==> src/rtl/isc_pkg.sv <==
package isc_pkg;
  localparam int unsigned STAT_W = 8;
  localparam int unsigned BIT_TIMER = 7;
  localparam int unsigned BIT_FSYNC = 6;
  localparam int unsigned BIT_CMD   = 5;
  localparam int unsigned BIT_MON   = 4;
  localparam int unsigned BIT_FRAME = 3;
  localparam int unsigned BIT_MISM  = 2;
  localparam int unsigned BIT_WOPEN = 1;
  localparam int unsigned BIT_WOVF  = 0;
  localparam logic [STAT_W-1:0] ALWAYS_VIS = STAT_W'(1) << BIT_FSYNC;

  typedef struct packed {
    logic statRd;
    logic otherRd;
    logic maskWr;
  } iscStrobe_t;
endpackage

==> src/rtl/iscEvtCond.sv <==
module iscEvtCond
  import isc_pkg::*;
(
  input  logic              clk,
  input  logic              rstN,
  input  logic              timerEvt,
  input  logic              frameSyncEvt,
  input  logic              cmdDoneEvt,
  input  logic              monActEvt,
  input  logic              syncState,
  input  logic              mismatchEvt,
  input  logic              mismatchDetailRd,
  input  logic              winOpenEvt,
  input  logic              winOvfEvt,
  input  logic              chanEnA,
  input  logic              chanEnB,
  output logic [STAT_W-1:0] evtVec
);
  logic syncPrev;
  logic mmArmed;
  logic mmAccept;

  assign mmAccept = mismatchEvt && mmArmed;

  always_ff @(posedge clk) begin
    if (!rstN) begin
      syncPrev <= 1'b0;
      mmArmed  <= 1'b1;
    end else begin
      syncPrev <= syncState;
      if (mismatchDetailRd) mmArmed <= 1'b1;
      else if (mmAccept)    mmArmed <= 1'b0;
    end
  end

  always_comb begin
    evtVec            = '0;
    evtVec[BIT_TIMER] = timerEvt;
    evtVec[BIT_FSYNC] = frameSyncEvt;
    evtVec[BIT_CMD]   = cmdDoneEvt;
    evtVec[BIT_MON]   = monActEvt;
    evtVec[BIT_FRAME] = syncState ^ syncPrev;
    evtVec[BIT_MISM]  = mmAccept;
    evtVec[BIT_WOPEN] = winOpenEvt && (chanEnA || chanEnB);
    evtVec[BIT_WOVF]  = winOvfEvt;
  end

  // a disarmed mismatch source cannot produce an event in the same cycle
  AST_MISM_ONESHOT: assert property (@(posedge clk) disable iff (!rstN)
    (!mmArmed && mismatchEvt) |-> !evtVec[BIT_MISM]);
endmodule

==> src/rtl/iscDatapath.sv <==
module iscDatapath
  import isc_pkg::*;
(
  input  logic              clk,
  input  logic              rstN,
  input  iscStrobe_t        strb,
  input  logic [STAT_W-1:0] wdata,
  input  logic [STAT_W-1:0] evtVec,
  output logic [STAT_W-1:0] rdata,
  output logic              irqCond
);
  logic [STAT_W-1:0] pendReg;
  logic [STAT_W-1:0] maskReg;
  logic [STAT_W-1:0] visMask;
  logic [STAT_W-1:0] readVal;
  logic [STAT_W-1:0] clrVec;

  assign visMask = ~maskReg | ALWAYS_VIS;
  assign readVal = pendReg & visMask;
  assign clrVec  = strb.statRd ? readVal : '0;
  assign irqCond = |(pendReg & ~maskReg);

  always_ff @(posedge clk) begin
    if (!rstN) begin
      pendReg <= '0;
      maskReg <= '0;
      rdata   <= '0;
    end else begin
      pendReg <= (pendReg & ~clrVec) | evtVec;
      if (strb.maskWr) maskReg <= wdata;
      if (strb.statRd)       rdata <= readVal;
      else if (strb.otherRd) rdata <= '0;
    end
  end

  AST_READ_CLEARS: assert property (@(posedge clk) disable iff (!rstN)
    (strb.statRd && evtVec == '0) |=> ((pendReg & $past(visMask)) == '0));

  AST_MASKED_HIDDEN: assert property (@(posedge clk) disable iff (!rstN)
    strb.statRd |=> ((rdata & $past(maskReg) & ~ALWAYS_VIS) == '0));

  AST_FSYNC_VISIBLE: assert property (@(posedge clk) disable iff (!rstN)
    (strb.statRd && pendReg[BIT_FSYNC]) |=> rdata[BIT_FSYNC]);
endmodule

==> src/rtl/iscControl.sv <==
module iscControl
  import isc_pkg::*;
#(
  parameter int unsigned ADDR_W    = 2,
  parameter int unsigned STAT_ADDR = 0,
  parameter int unsigned MASK_ADDR = 1,
  parameter int unsigned HOLD_CYC  = 2
) (
  input  logic              clk,
  input  logic              rstN,
  input  logic [ADDR_W-1:0] busAddr,
  input  logic              busRd,
  input  logic              busWr,
  input  logic              irqCond,
  output iscStrobe_t        strb,
  output logic              irqOut
);
  localparam int unsigned CNT_W = $clog2(HOLD_CYC + 1);
  localparam logic [ADDR_W-1:0] A_STAT = ADDR_W'(STAT_ADDR);
  localparam logic [ADDR_W-1:0] A_MASK = ADDR_W'(MASK_ADDR);
  localparam logic [CNT_W-1:0]  HOLD_LOAD = CNT_W'(HOLD_CYC);

  logic [CNT_W-1:0] holdCnt;

  assign strb.statRd  = busRd && (busAddr == A_STAT);
  assign strb.otherRd = busRd && (busAddr != A_STAT);
  assign strb.maskWr  = busWr && (busAddr == A_MASK);

  always_ff @(posedge clk) begin
    if (!rstN) holdCnt <= '0;
    else if (strb.maskWr) holdCnt <= HOLD_LOAD;
    else if (holdCnt != '0) holdCnt <= holdCnt - 1'b1;
  end

  assign irqOut = irqCond && (holdCnt == '0);

  AST_MASK_WR_DROP: assert property (@(posedge clk) disable iff (!rstN)
    strb.maskWr |=> !irqOut);
endmodule

==> src/rtl/intStatusCtl.sv <==
module intStatusCtl
  import isc_pkg::*;
#(
  parameter int unsigned ADDR_W    = 2,
  parameter int unsigned STAT_ADDR = 0,
  parameter int unsigned MASK_ADDR = 1,
  parameter int unsigned HOLD_CYC  = 2
) (
  input  logic              clk,
  input  logic              rstN,
  input  logic [ADDR_W-1:0] busAddr,
  input  logic              busRd,
  input  logic              busWr,
  input  logic [STAT_W-1:0] busWdata,
  output logic [STAT_W-1:0] busRdata,
  output logic              irqOut,
  input  logic              timerEvt,
  input  logic              frameSyncEvt,
  input  logic              cmdDoneEvt,
  input  logic              monActEvt,
  input  logic              syncState,
  input  logic              mismatchEvt,
  input  logic              mismatchDetailRd,
  input  logic              winOpenEvt,
  input  logic              winOvfEvt,
  input  logic              chanEnA,
  input  logic              chanEnB
);
  iscStrobe_t        strb;
  logic [STAT_W-1:0] evtVec;
  logic              irqCond;

  iscEvtCond u_evt (
    .clk(clk), .rstN(rstN),
    .timerEvt(timerEvt), .frameSyncEvt(frameSyncEvt),
    .cmdDoneEvt(cmdDoneEvt), .monActEvt(monActEvt),
    .syncState(syncState), .mismatchEvt(mismatchEvt),
    .mismatchDetailRd(mismatchDetailRd),
    .winOpenEvt(winOpenEvt), .winOvfEvt(winOvfEvt),
    .chanEnA(chanEnA), .chanEnB(chanEnB),
    .evtVec(evtVec)
  );

  iscDatapath u_dp (
    .clk(clk), .rstN(rstN), .strb(strb), .wdata(busWdata),
    .evtVec(evtVec), .rdata(busRdata), .irqCond(irqCond)
  );

  iscControl #(
    .ADDR_W(ADDR_W), .STAT_ADDR(STAT_ADDR),
    .MASK_ADDR(MASK_ADDR), .HOLD_CYC(HOLD_CYC)
  ) u_ctl (
    .clk(clk), .rstN(rstN), .busAddr(busAddr), .busRd(busRd),
    .busWr(busWr), .irqCond(irqCond), .strb(strb), .irqOut(irqOut)
  );
endmodule

==> config.mk <==
export PLATFORM = sky130hd
export DESIGN_NAME = intStatusCtl
export DESIGN_NICKNAME = d
export VERILOG_FILES = /design/src/rtl/isc_pkg.sv /design/src/rtl/iscEvtCond.sv /design/src/rtl/iscDatapath.sv /design/src/rtl/iscControl.sv /design/src/rtl/intStatusCtl.sv
export SDC_FILE = /design/constraint.sdc
export NUM_CORES = 1
export LEC_CHECK = 0
export BUFFER_PORTS_ARGS = -buffer_cell sky130_fd_sc_hd__buf_2
export CORE_ASPECT_RATIO = 0.9
export CORE_MARGIN = 5
export CORE_UTILIZATION = 45
export DETAILED_ROUTE_END_ITERATION = 6
export MAX_ROUTING_LAYER = met4
export PLACE_DENSITY_LB_ADDON = 0.15
export SYNTH_ARGS = -nofsm -noshare
export SYNTH_HDL_FRONTEND = slang
export SYNTH_SLANG_ARGS = --single-unit
==> constraint.sdc <==
create_clock -name clk -period 1.1 [get_ports clk]
set_clock_uncertainty 0.05 [all_clocks]
set_input_delay 0.22 -clock clk [delete_from_list [all_inputs] [get_ports clk]]
set_output_delay 0.22 -clock clk [all_outputs]
set_load 0.02 [all_outputs]
* After elaboration in Yosys (flattened, before gate mapping)
Cells that the tools add are included.
** Operators by class
- Add/sub/neg operators :: 1
- Bitwise gates (word level) :: 8
- Multiplexer cells :: 5
- Equal/unequal tests :: 1
- Reductions and logical operators :: 16
** Operators with widths (count)
- $and 8x8->8 :: 3
- $mux 8 :: 3
- $not 8->8 :: 2
- $or 8x8->8 :: 1
- $reduce_bool 2->1 :: 4
- $reduce_or 8->1 :: 1
- $logic_and 1x1->1 :: 6
- $logic_not 2->1 :: 2
- $mux 2 :: 2
- $reduce_or 2->1 :: 2
- $eq 2x1->1 const B :: 1
- $sub 2x1->2 const B :: 1
- $logic_or 1x1->1 :: 1
- $not 1->1 :: 1
- $xor 1x1->1 :: 1
** Word-level totals
- Logic and storage cells :: 38
- Bits in registers :: 28

* Depth between registers and ports, before layout
- Depth after elaboration :: 6
- Mapped depth :: 4
- Depth with buffers taken out :: 3

* Hierarchy
From an unflattened synthesis, not the netlist that was laid out.
** Unflattened totals
- Cells, all modules :: 128
- Area total of the unflattened synthesis :: 1238.7 um^2
** Modules (own cells, without submodules)
- iscDatapath :: area each 1009.7 um^2, seq. area each 480.5 um^2, instances 1, cells each 104
- iscEvtCond :: area each 128.9 um^2, seq. area each 40.0 um^2, instances 1, cells each 14
- iscControl :: area each 100.1 um^2, seq. area each 40.0 um^2, instances 1, cells each 10

* Least setup slack after synthesis
OpenSTA, ideal clock, no wires.
- Path type :: register to output
- Start point :: reg u_dp.maskReg[5]
- End point :: out irqOut
- Stages on the path, launching flop included :: 4
- Required time :: 830 ps
- Setup slack :: -308 ps
- Arrival :: 1138 ps
- Cell sequence :: dfxtp_1 > and2b_1 > nor4_1 > a211oi_1
** Between the ends
- Word-level cells in the longest chain between the ends :: 4
** Ends and longest elaborated chain
- from (decl) :: line iscDatapath.sv:13 : logic [STAT_W-1:0] maskReg;
- from (signal assigned) :: line iscDatapath.sv:30 : if (strb.maskWr) maskReg <= wdata;
- $not 8->8 :: line iscDatapath.sv:21 : assign irqCond = |(pendReg & ~maskReg);
- $and 8x8->8 :: line iscDatapath.sv:21
- $reduce_or 8->1 :: line iscDatapath.sv:21
- $logic_and 1x1->1 :: line iscControl.sv:35 : assign irqOut = irqCond && (holdCnt == '0);
- to (decl) :: line intStatusCtl.sv:16 : output logic irqOut,
No other way between the ends.

* Worst setup path in the final report
- Start point :: reg u_dp.maskReg[2]
- End point :: out irqOut
Same word-level chain as after synthesis.

==> results.tsv <==
metric	value	unit
worst-case hold slack	0.0161	ns
final design area excluding fillers	1700	um2
net switching power	0.471	mW
class of the most critical setup path	reg -> out	
number of cells in the design after placement	195	
die boundary width	63.9	um
post-layout total power	2.09	mW
end of the worst register-to-register path	u_dp.rdata[1]$_SDFFE_PN0P_	
post-synthesis register bit count	28	
portion of total power attributed to sequential cells	0.517	
final setup slack of the worst path	-0.650	ns
TritonCTS clock tree	built	
accumulated negative setup slack	-0.650	ns
HPWL after detailed placement	2060	um
global-route wire length before repair	4320	um
peak supply drop	0.00136	V
sort of element at the start of the critical path	flip-flop	
share of layout cells above drive strength 1	0.523	
max-slew violations	0	
number of synthesized flops with an enable pin	0	
non-filler instance count after layout	200	
worst hold-check path type	in -> reg	
setup slack after placement	-0.328	ns
normalized max-slew margin	0.841	
antenna violations before repair	0	
highest attainable clock frequency	571	MHz
global-route track usage on met3	0.0420	
biggest area consumer among synthesized cells	sky130_fd_sc_hd__dfxtp_1	
total wire length after detailed routing	2580	um
relative area change from synthesis to final layout	44.4	%
fraction of synthesized cell area taken by the top area cell type	0.477	
total leakage power	0.810	nW
max-cap viol count	0	
clock tree sinks	28	
global-route met2 utilization	0.254	
maximum number of pins on one net before global-route repair	17	
count of endpoints failing setup in the final report	1	
number of nets with antenna violations after routing	0	
violations in the final reports	negative setup slack	
DP Area	1550	um2
cell count after synthesis	115	
launch instance of the worst min-delay path	mismatchDetailRd	
number of vias in the routed layout	969	
Synth Warn #	0	
register-to-register setup slack	0.07	ns
kind of end point of the critical path	primary output	
detail-routed net length per standard cell	12.9	um
Final Wtd Congestion	0.766	
clock transition at the register clock pins on the worst setup and hold paths after CTS	0.15	ns
drt first pass iters	4	
final routed DRC violation total	0	
total of buffers placed on input and output ports	33	
die area	3730	um2
share of the clock period used by the worst path	1.59	
gr usage total	0.148	
synthesized netlist net count	140	
CTS buffer count	3	
sequential share of the synthesized area	0.477	
combined area of all synthesized cells	1170	um2
leading post-synthesis cells by cell area	sky130_fd_sc_hd__dfxtp_1 48%, sky130_fd_sc_hd__and2b_1 8.3%, sky130_fd_sc_hd__nor2b_1 7.5%	
met1 Resource Use GR	0.179	
Required @ worst endpoint	0.83	ns
Mean Syn Cell Area	10.2	um2
number of cells on the worst hold path	2	
Worst Reg2Reg Path Length in Cells	4	
average via count per standard cell	4.85	
dominant synthesized flop cell	sky130_fd_sc_hd__dfxtp_1	
worst skew pair latency	0.33	ns
critical path peak fanout	2	
root buffer cell	sky130_fd_sc_hd__clkbuf_4	
Min-Delay Endpoint	u_evt.mmArmed$_SDFFE_PP1P_	
effective utilization at floorplan	0.476	
reg-to-reg startpoint	u_dp.maskReg[1]$_SDFFE_PN0P_	
hold-fix buffer count after cts	0	
placeable core region	2470	um2
height of the chip	58.5	um
Worst Max-Slew Pin Slew	0.237	ns
Distinct cells, synth	25	
Internal Power	1.62	mW
most frequent cell after synthesis	sky130_fd_sc_hd__dfxtp_1	
GRT busiest layer	met2	
total number of H-tree levels	1	
status	finished, violations left	
gr ovfl total	0	
clock network fraction of design power	0.324	
top-level I/O count	34	
standard-cell row count	17	
fill cell count	184	
Inserted Diodes	0	
via count of the first global-routing pass	944	
combinational cell fraction of total power	0.159	
final core occ	0.688	
switching power as a share of total power	0.225	
maximum number of buffers from clock root to sink	2	
power density of the placed cells	1230	nW/um2
RSZ-0062 raised after global routing	true	
fraction of synthesis flops using an asynchronous set or reset pin	0	
Final Hold Viols	0	
Nets	198	
top cell types by occurrence after synthesis	28 x sky130_fd_sc_hd__dfxtp_1, 14 x sky130_fd_sc_hd__nor2b_1, 13 x sky130_fd_sc_hd__and2b_1	
number of DRC markers in iteration 0	15	
clock period minus worst slack	1.75	ns
worst path arrival time	1.48	ns
critical path, cell delays in order (launching register included):
cell	delay, ns
sky130_fd_sc_hd__dfxtp_1	0.35
sky130_fd_sc_hd__and2b_1	0.21
sky130_fd_sc_hd__nor4_4	0.31
sky130_fd_sc_hd__a211oi_2	0.11
sky130_fd_sc_hd__buf_2	0.17
power groups by stage:
stage,logic [mW],clock network (mW),registers [mW]
after floorplan,0.150,0,1.10
after global placement,0.300,0,1.10
after detailed placement,0.310,0,1.10
after CTS,0.333,0.697,1.08
after global routing,0.363,0.741,1.09
final,0.332,0.675,1.08
placed cells by master (no fill, tap or decap), types with 2 or more instances in the layout:
cell type,count
sky130_fd_sc_hd__a21boi_1,3
sky130_fd_sc_hd__a21oi_1,7
sky130_fd_sc_hd__a21oi_2,6
sky130_fd_sc_hd__and2b_1,13
sky130_fd_sc_hd__buf_2,25
sky130_fd_sc_hd__buf_4,23
sky130_fd_sc_hd__buf_6,8
sky130_fd_sc_hd__clkbuf_4,3
sky130_fd_sc_hd__dfxtp_1,18
sky130_fd_sc_hd__dfxtp_2,10
sky130_fd_sc_hd__mux2i_1,8
sky130_fd_sc_hd__nand2_1,2
sky130_fd_sc_hd__nand3b_1,2
sky130_fd_sc_hd__nor2_1,4
sky130_fd_sc_hd__nor2b_1,12
sky130_fd_sc_hd__nor2b_2,8
sky130_fd_sc_hd__nor4_4,2
sky130_fd_sc_hd__o21ai_0,5
sky130_fd_sc_hd__o21ai_1,3
sequential cells by signal (all words and copies together) (netlist names):
signal and count:
u_dp.rdata 8, u_dp.pendReg 8, u_evt.mmArmed 1, u_evt.syncPrev 1, u_ctl.holdCnt 2, u_dp.maskReg 8
worst max-delay path by stage:
stage	startpoint	to	slack [ns]	cells after the start
after floorplan	u_dp.maskReg[2]$_SDFFE_PN0P_	irqOut	-0.14	3
after global placement	u_dp.maskReg[2]$_SDFFE_PN0P_	irqOut	-0.27	4
after detailed placement	u_dp.maskReg[5]$_SDFFE_PN0P_	irqOut	-0.33	4
after CTS	u_dp.maskReg[2]$_SDFFE_PN0P_	irqOut	-0.69	4
after global routing	u_dp.maskReg[1]$_SDFFE_PN0P_	irqOut	-0.77	4
final	u_dp.maskReg[2]$_SDFFE_PN0P_	irqOut	-0.65	4
metal layers:
metal | vias to the layer above | share of wire
met5 | - | 0
met3 | 2 | 0.042
met2 | 17 | 0.51
met4 | 0 | 0.0066
met1 | 446 | 0.44
li1 | 504 | -
logic make-up (layout without fill, tap and decap cells):
group	Yosys count	in the layout	synth area share
AOI/OAI and AO/OA	26	26	0.141
muxes	8	8	0.0682
and+or+nand+nor	48	48	0.284
DFF	28	28	0.477
xor gates and xnor gates	1	1	0.00746
buffers and inverters	4	61	0.0224
area by class of cell:
| type | instances | area (um2) | area share |
|---|---|---|---|
| multi-input cells | 83 | 628 | 0.370 |
| flip-flops and latches | 28 | 573 | 0.338 |
| repair buffers | 57 | 408 | 0.240 |
| well taps | 28 | 35.0 | 0.0206 |
| clock inverters | 1 | 30.0 | 0.0177 |
| clock buffers | 3 | 22.5 | 0.0133 |
repair_timing:
action                                  4_1_cts  5_1_grt
setup buffers                                 1        0
endpoints found under the hold margin         0        0
endpoints found under the setup margin        9       12
pin swaps                                     0        2
resized for setup                            24        6
No activity file was read; power rests on OpenSTA's default activity.
